===== src/rtl/irq_nest_ctrl.sv =====
module irq_nest_ctrl #(
  parameter logic [7:0] SEC_ADDR  = 8'hA9,
  parameter int         NSRC      = 11,
  parameter int         VEC_W     = 16,
  localparam int        IDX_W     = $clog2(NSRC)
) (
  input  logic             clk,
  input  logic             rst_n,
  input  logic [NSRC-1:0]  src_req,
  input  logic             ser_tx,
  input  logic             t2_ext,
  input  logic [NSRC-1:0]  src_en,
  input  logic [NSRC-1:0]  src_hi,
  input  logic             glb_en,
  input  logic             cpu_ready,
  input  logic             irq_ack,
  input  logic             irq_ret,
  output logic             irq_req,
  output logic [VEC_W-1:0] irq_vec,
  input  logic [7:0]       reg_addr,
  input  logic             reg_wr,
  input  logic [7:0]       reg_wdata,
  output logic [7:0]       reg_rdata
);

  logic [2:0] sec_pri, sec_en;
  logic [1:0] isr;
  logic       irq_lvl;

  wire sec_hit = (reg_addr == SEC_ADDR);
  assign reg_rdata = sec_hit ? {1'b1, sec_pri, 1'b0, sec_en} : 8'h00;

  wire [NSRC-1:0] eff_req = src_req | {1'b0, t2_ext, ser_tx, 8'h00};
  wire [NSRC-1:0] eff_en  = {sec_en[2],  src_en[9:8], sec_en[0],  src_en[6:1], sec_en[1]};
  wire [NSRC-1:0] eff_hi  = {sec_pri[2], src_hi[9:8], sec_pri[0], src_hi[6:1], sec_pri[1]};
  wire [NSRC-1:0] elig    = eff_req & eff_en & {NSRC{glb_en}};

  logic             hi_found, lo_found;
  logic [IDX_W-1:0] hi_idx, lo_idx;

  always_comb begin
    hi_found = 1'b0;
    lo_found = 1'b0;
    hi_idx   = '0;
    lo_idx   = '0;
    for (int i = NSRC - 1; i >= 0; i--) begin
      if (elig[i] && eff_hi[i]) begin
        hi_found = 1'b1;
        hi_idx   = IDX_W'(i);
      end
      if (elig[i] && !eff_hi[i]) begin
        lo_found = 1'b1;
        lo_idx   = IDX_W'(i);
      end
    end
  end

  wire              win_hi  = hi_found && !isr[1];
  wire              win_lo  = lo_found && (isr == 2'b00);
  wire              found   = win_hi || win_lo;
  wire [IDX_W-1:0]  win_idx = win_hi ? hi_idx : lo_idx;

  logic [VEC_W-1:0] win_vec;
  always_comb begin
    case (win_idx)
      4'd0:    win_vec = 16'h0043;
      4'd1:    win_vec = 16'h005B;
      4'd2:    win_vec = 16'h0003;
      4'd3:    win_vec = 16'h0033;
      4'd4:    win_vec = 16'h000B;
      4'd5:    win_vec = 16'h0013;
      4'd6:    win_vec = 16'h001B;
      4'd7:    win_vec = 16'h003B;
      4'd8:    win_vec = 16'h0023;
      4'd9:    win_vec = 16'h002B;
      default: win_vec = 16'h0053;
    endcase
  end

  wire take = irq_ack && irq_req;

  logic [1:0] isr_n;
  always_comb begin
    isr_n = isr;
    if (irq_ret) begin
      if (isr[1]) isr_n[1] = 1'b0;
      else        isr_n[0] = 1'b0;
    end
    if (take) isr_n[irq_lvl] = 1'b1;
  end

  always_ff @(posedge clk) begin
    if (!rst_n) begin
      sec_pri <= 3'b010;
      sec_en  <= 3'b000;
      isr     <= 2'b00;
      irq_req <= 1'b0;
      irq_vec <= '0;
      irq_lvl <= 1'b0;
    end else begin
      if (reg_wr && sec_hit) begin
        sec_pri <= reg_wdata[6:4];
        sec_en  <= reg_wdata[2:0];
      end
      isr     <= isr_n;
      irq_req <= cpu_ready && found && !irq_ack;
      irq_vec <= found ? win_vec : '0;
      irq_lvl <= win_hi;
    end
  end

  assert_hi_blocks_R7: assert property (@(posedge clk) disable iff (!rst_n)
    isr[1] |-> !irq_req);

  assert_no_equal_preempt_R6: assert property (@(posedge clk) disable iff (!rst_n)
    (irq_req && isr[0]) |-> irq_lvl);

  assert_ack_drops_R9: assert property (@(posedge clk) disable iff (!rst_n)
    (irq_ack && irq_req) |=> !irq_req);

  assert_ret_hi_first_R8: assert property (@(posedge clk) disable iff (!rst_n)
    (irq_ret && !irq_ack && isr[1]) |=> (!isr[1] && isr[0] == $past(isr[0])));

  assert_vec_form_R5: assert property (@(posedge clk) disable iff (!rst_n)
    irq_req |-> (irq_vec[2:0] == 3'b011));

endmodule


===== config.mk =====
export PLATFORM = sky130hd
export DESIGN_NAME = irq_nest_ctrl
export DESIGN_NICKNAME = d
export VERILOG_FILES = /design/src/rtl/irq_nest_ctrl.sv
export SDC_FILE = /design/constraint.sdc
export NUM_CORES = 1
export LEC_CHECK = 0
export BUFFER_PORTS_ARGS = -buffer_cell sky130_fd_sc_hd__buf_2
export CELL_PAD_IN_SITES_DETAIL_PLACEMENT = 1
export CELL_PAD_IN_SITES_GLOBAL_PLACEMENT = 2
export CORE_MARGIN = 4
export CORE_UTILIZATION = 22
export DETAILED_ROUTE_END_ITERATION = 10
export GPL_ROUTABILITY_DRIVEN = 0
export HOLD_SLACK_MARGIN = 0.05
export PLACE_DENSITY_LB_ADDON = 0.25
export SLEW_MARGIN = 20
export SYNTH_ARGS = -nofsm -noshare
export SYNTH_HDL_FRONTEND = slang
export SYNTH_SLANG_ARGS = --single-unit

===== constraint.sdc =====
create_clock -name clk -period 2.9 [get_ports clk]
set_clock_uncertainty 0.1 [all_clocks]
set_input_delay 0.58 -clock clk [delete_from_list [all_inputs] [get_ports clk]]
set_output_delay 0.58 -clock clk [all_outputs]
set_load 0.05 [all_outputs]

==> results.yml, run 1 <==
die:
  io_pins: 83
  core_area_sq_um: 5886
  die_x_um: 85.65
  die-area_sq_um: 7335
  rows: 28
  dieHeight_um: 85.65
  start_util_pct: 22.53
clock_network:
  cts_setup_buffers: 0
  clock_latency_ns: 0.24
  cts_num_sinks: 15
  path_clk_slew_ns: 0.06
  cts-root-buf: "clkbuf_8"
  htree_num_levels: 1
  cts_hold_buf: 0
  cts_buffers: 3
  cts_tree: "built"
  cts_buffer_depth: 2
  cts_resized: 0
final_layout:
  multi_input_area_sq_um: 904.6
  synthToLayoutAreaGrowth_pct: 26.51
  nets: 275
  n_fill_cell: 743
  antennaDiodeCount: 0
  layout-drive-gt1-share_pct: 37.04
  fin_util_pct: 28.51
  ff_latch_area_sq_um: 300.3
route:
  drtIter0Drc: 34
  wl_per_cell_um: 13.60
  ant_nets: 0
  dr.pass1.iters: 4
  postRouteWirelength_um: 3957
  post_drt_via_cell_ratio: 4.732
  vias: 1377
  drc_errors: 0
timing:
  holdWs_ns: 0.4000
  period_minus_slack_ns: 2.445
  slew_violations: 0
  setup_tns_ns: 0
  setup_viol: 0
  fmax_mhz: 409.0
  rsz0062_at_grt: "no"
  layout_setup_ws_ns: 0.4550
  hold_viol_final: 0
  min_period_over_period_pct: 84.31
worst_setup_path:
  crit_fanout: 27
  required_ns: 2.93
  cp.arrival_ns: 2.47
  crit_type: "primary input to flop"
  worstSetupStartpointType: "primary input"
  worst_setup_path_end_kind: "flop"
yosys:
  yosys_warnings: 0
  netlist.area_leader.share_pct: 22.64
  yosysSeqAreaShare_pct: 22.64
  async_flop_share_pct: 0
  synth_edf_count: 0
  synth_area_sq_um: 1326
  ys.flop_type: "dfxtp_1"
  synth.distinct_cells: 52
  ys_ff_latch: 15
  synth.largest_area_cell: "dfxtp_1"
  syn_inst: 155
  syn_avg_cell_area_sq_um: 8.557
  ys_top_cells_by_area: "dfxtp_1, buf_4, nand4_1, nand3_1, a21boi_0"
grt:
  grt_first_pass_wirelength_um: 6417
  grt-ovfl-total: 0
  grtUsageTotal_pct: 10.67
  grt_use_met1_pct: 14.06
  grt_max_degree: 28
  antenna_found_initial: 0
  grt_pass1_vias: 1402
  met2_usage_pct: 17.66
  grt.busiest_layer: "met2"
  use_met3_pct: 3.266
power:
  peakVddDrop_mv: 0.1226
  p_per_area_nw_per_um2: 367.2
  p_leak_nw: 0.7412
hold_path:
  hold_class: "flop to flop"
run:
  cap_violations: 0
run_status:
  status: "completed"
placement:
  io_buffers: 63
  hpwl_um: 3359
  pre_cts_ws_ns: 0.2072
## per-layer routing
layer / wire, um / vias to the layer above
li1: - / 705
met1: 1839 / 626
met2: 1794 / 44
met3: 310 / 2
met4: 12 / 0
met5: 0 / -
## cell usage after synthesis, drive strengths merged (2+ instances only)
cell type and number:
a211oi 2, a21boi 7, a21oi 5, a31oi 2
and2 8, and4 3, and4b 5, buf 16
dfxtp 15, inv 3, nand2 11, nand3 12
nand4 10, nand4b 5, nand4bb 2, nor2 7
nor2b 2, nor3b 2, o2111ai 3, o211a 2
o211ai 4, o21ai 8
## placed cells by master, fill, tap and decap left out, types with 3 or more instances in the layout
cell type	Yosys	routed
and4b_1	4	4
nand2_1	11	11
nand4b_1	5	5
dfxtp_1	15	15
a21oi_1	4	4
conb_1	1	11
and4_1	3	3
o21ai_0	6	6
a21boi_0	7	7
and2_1	8	8
clkbuf_8	0	3
nand4_1	10	10
nand3_1	12	12
inv_1	3	3
nor2_1	7	7
o211ai_1	4	4
buf_2	0	63
## power breakdown
part | switching (W) | total (W) | leakage [nW] | internal [W]
Sequential | 0.00000397 | 0.000222 | 0.122 | 0.000218
Combinational | 0.000152 | 0.000229 | 0.596 | 0.0000772
Clock | 0.0000687 | 0.000166 | 0.0228 | 0.0000971
Total | 0.000224 | 0.000616 | 0.741 | 0.000392
## flip-flops by register name (all words and copies together), names as in the netlist
register  count
irq_vec       5
irq_req       1
isr           2
sec_pri       3
sec_en        3
irq_lvl       1
## through the flow
step	cell area, sq um	cells	total power [W]
2_1_floorplan	1364	165	0.0004045
3_3_place_gp	1633	287	0.0004554
3_5_place_dp	1633	287	0.0004559
4_1_cts	1678	291	0.0006244
5_1_grt	1678	291	0.0006571
6_report	1678	291	0.0006162
## worst paths after layout
kind	from	slack [ns]	to	cells after the start
hold / removal	sec_pri[2]	0.40	sec_pri[2]	2
hold reg to reg	sec_pri[2]	0.40	sec_pri[2]	2
setup / recovery	glb_en	0.46	irq_vec[4]	8
setup reg to reg	sec_pri[0]	0.88	irq_vec[4]	7
## cell families after synthesis
family / synth area share [%]
xor gates and xnor gates: 0.6605
and+or+nand+nor: 35.66
DFF: 22.64
AOI/OAI and AO/OA: 28.77
buffers and inverters: 11.98
other: 0.2827
## worst max-delay path, stage by stage
cell,delay [ns]
buf_2,0.37
nand4_1,0.25
and4_1,0.33
a31o_4,0.30
o2111ai_2,0.11
o21a_1,0.19
nor2_1,0.06
o311a_1,0.29
## layout make-up
type / instances / area share (%)
clock buffers: 4 / 2.685
inverters: 3 / 0.6711
multi-input cells: 130 / 53.91
flip-flops and latches: 15 / 17.90
well taps: 75 / 5.593
repair buffers: 64 / 19.24
Note: power is estimated with default switching activity, not from simulation.
==> inputs of run 2 (changes only) <==
clock period = 2.5 ns   (was 2.9 ns; I/O delays follow)
==> run 2 against run 1 <==
Utilization grew 2.0 points. Critical endpoint unchanged. Sequential cell count is the same. Power up 19%. Final cell count grew 5.5%.
==> results.yml, run 2 (synthesized netlist as in run 1, its figures left out) <==
route:
  drtIter0Drc: 38
  wl_per_cell_um: 13.31
  post_drt_via_cell_ratio: 4.785
  vias: 1469
  drc_errors: 0
  postRouteWirelength_um: 4085
  dr.pass1.iters: 4
  ant_nets: 0
placement:
  place_area_sq_um: 1753
  io_buffers: 63
  place_inst: 303
  hpwl_um: 3493
grt:
  grt_pass1_vias: 1515
  grt-ovfl-total: 0
  grt_max_degree: 27
  grt_first_pass_wirelength_um: 6906
  grtUsageTotal_pct: 11.52
  antenna_found_initial: 0
clock_network:
  cts_tree: "built"
  clock_latency_ns: 0.24
  cts_buffer_depth: 2
  cts_hold_buf: 0
  cts_buffers: 3
  cts_resized: 0
  htree_num_levels: 1
  cts_setup_buffers: 0
  path_clk_slew_ns: 0.06
  cts-root-buf: "clkbuf_8"
  cts_num_sinks: 15
power:
  cellInternalPower_w: 0.0004706
  switchingPower_w: 0.0002656
  clockPowerShare_pct: 26.4
  p_per_area_nw_per_um2: 409.5
  comb_power_share_pct: 38.8
  p_leak_nw: 0.8122
  switching_share_pct: 36.07
  p_total_w: 0.0007362
  peakVddDrop_mv: 0.1348
  pwr-share-seq_pct: 34.8
timing:
  holdWs_ns: 0.3446
  hold_viol_final: 0
  fmax_mhz: 444.3
  slew_violations: 0
  period_minus_slack_ns: 2.251
  min_period_over_period_pct: 90.02
  setup_viol: 0
  rsz0062_at_grt: "no"
die:
  core_area_sq_um: 5886
  dieHeight_um: 85.65
  die_x_um: 85.65
  start_util_pct: 22.53
  io_pins: 83
  rows: 28
  die-area_sq_um: 7335
final_layout:
  design_area_sq_um: 1798
  synthToLayoutAreaGrowth_pct: 35.57
  layout-drive-gt1-share_pct: 41.38
  reg_top3: "irq_vec (5), sec_en (3), sec_pri (3)"
  instances_no_fill: 307
  final_cell_mix: "buf_2, buf_4, dfxtp_1, nand3_1"
  antennaDiodeCount: 0
  n_fill_cell: 758
  final_common_cell: "buf_2"
  nets: 291
  largest_reg_flops: 5
  top_register: "irq_vec"
worst_setup_path:
  path_cells: "buf_2, nand4_1, and4_1, a31o_4, o2111ai_2, o21a_1, nor2_1, o311a_1"
  cp_num_buf_inv: 1
  crit_type: "primary input to flop"
  critical_path.slowest_cell: "buf_2"
  crit_fanout: 26
  required_ns: 2.53
  cp.arrival_ns: 2.28
  slowest_delay_ns: 0.36
  crit-reg2reg-launch: "sec_pri[0]"
  worstSetupStartpointType: "primary input"
  worst_setup_path_end_kind: "flop"
  cp_top_family: "compound AO/OA/AOI/OAI gates"
  crit_path_start: "glb_en"
run:
  cap_violations: 0
hold_path:
  hp-start: "irq_ack"
  hold_class: "primary input to flop"
run_status:
  status: "completed"
[run 2: power groups by stage]
stage          registers, W  clock network, W  logic (W)
2_1_floorplan      0.000302                 0   0.000167
3_3_place_gp       0.000262                 0   0.000286
3_5_place_dp       0.000262                 0   0.000287
4_1_cts            0.000257          0.000204   0.000289
5_1_grt            0.000258          0.000214   0.000314
6_report           0.000256          0.000194   0.000286
[run 2: layout make-up]
| type | count | area (sq um) | area share [%] |
|---|---|---|---|
| multi-input cells | 130 | 904.6 | 50.31 |
| repair buffers | 80 | 442.9 | 24.63 |
| flip-flops and latches | 15 | 300.3 | 16.70 |
| well taps | 75 | 93.84 | 5.219 |
| clock buffers | 4 | 45.04 | 2.505 |
| inverters | 3 | 11.26 | 0.6263 |
[run 2: routing by layer]
metal / vias to the layer above / wire length, um / GRT usage [%]
met5: - / 0 / 0
met4: 0 / 19 / 3.022
met3: 2 / 285 / 2.690
met2: 45 / 1894 / 19.28
met1: 686 / 1886 / 14.86
li1: 736 / - / -
[run 2: worst paths after layout]
path	to	cells past startpoint	slack, ns
worst min register to register	sec_pri[2]	2	0.40
worst min-delay path	irq_req	2	0.34
worst max register to register	irq_vec[4]	7	0.58
worst max-delay path	irq_vec[4]	8	0.25
[run 2: per-stage QoR]
| step | utilization [%] | setup WS [ns] | TNS [ns] |
|---|---|---|---|
| after CTS | 30.55 | 0.2455 | 0 |
| final | 30.55 | 0.2494 | 0 |
| after global placement | 29.78 | -0.002764 | -0.002764 |
| after detailed placement | 29.78 | -0.01770 | -0.03171 |
| after global routing | 30.55 | 0.02060 | 0 |
| after floorplan | - | 0.3051 | 0 |
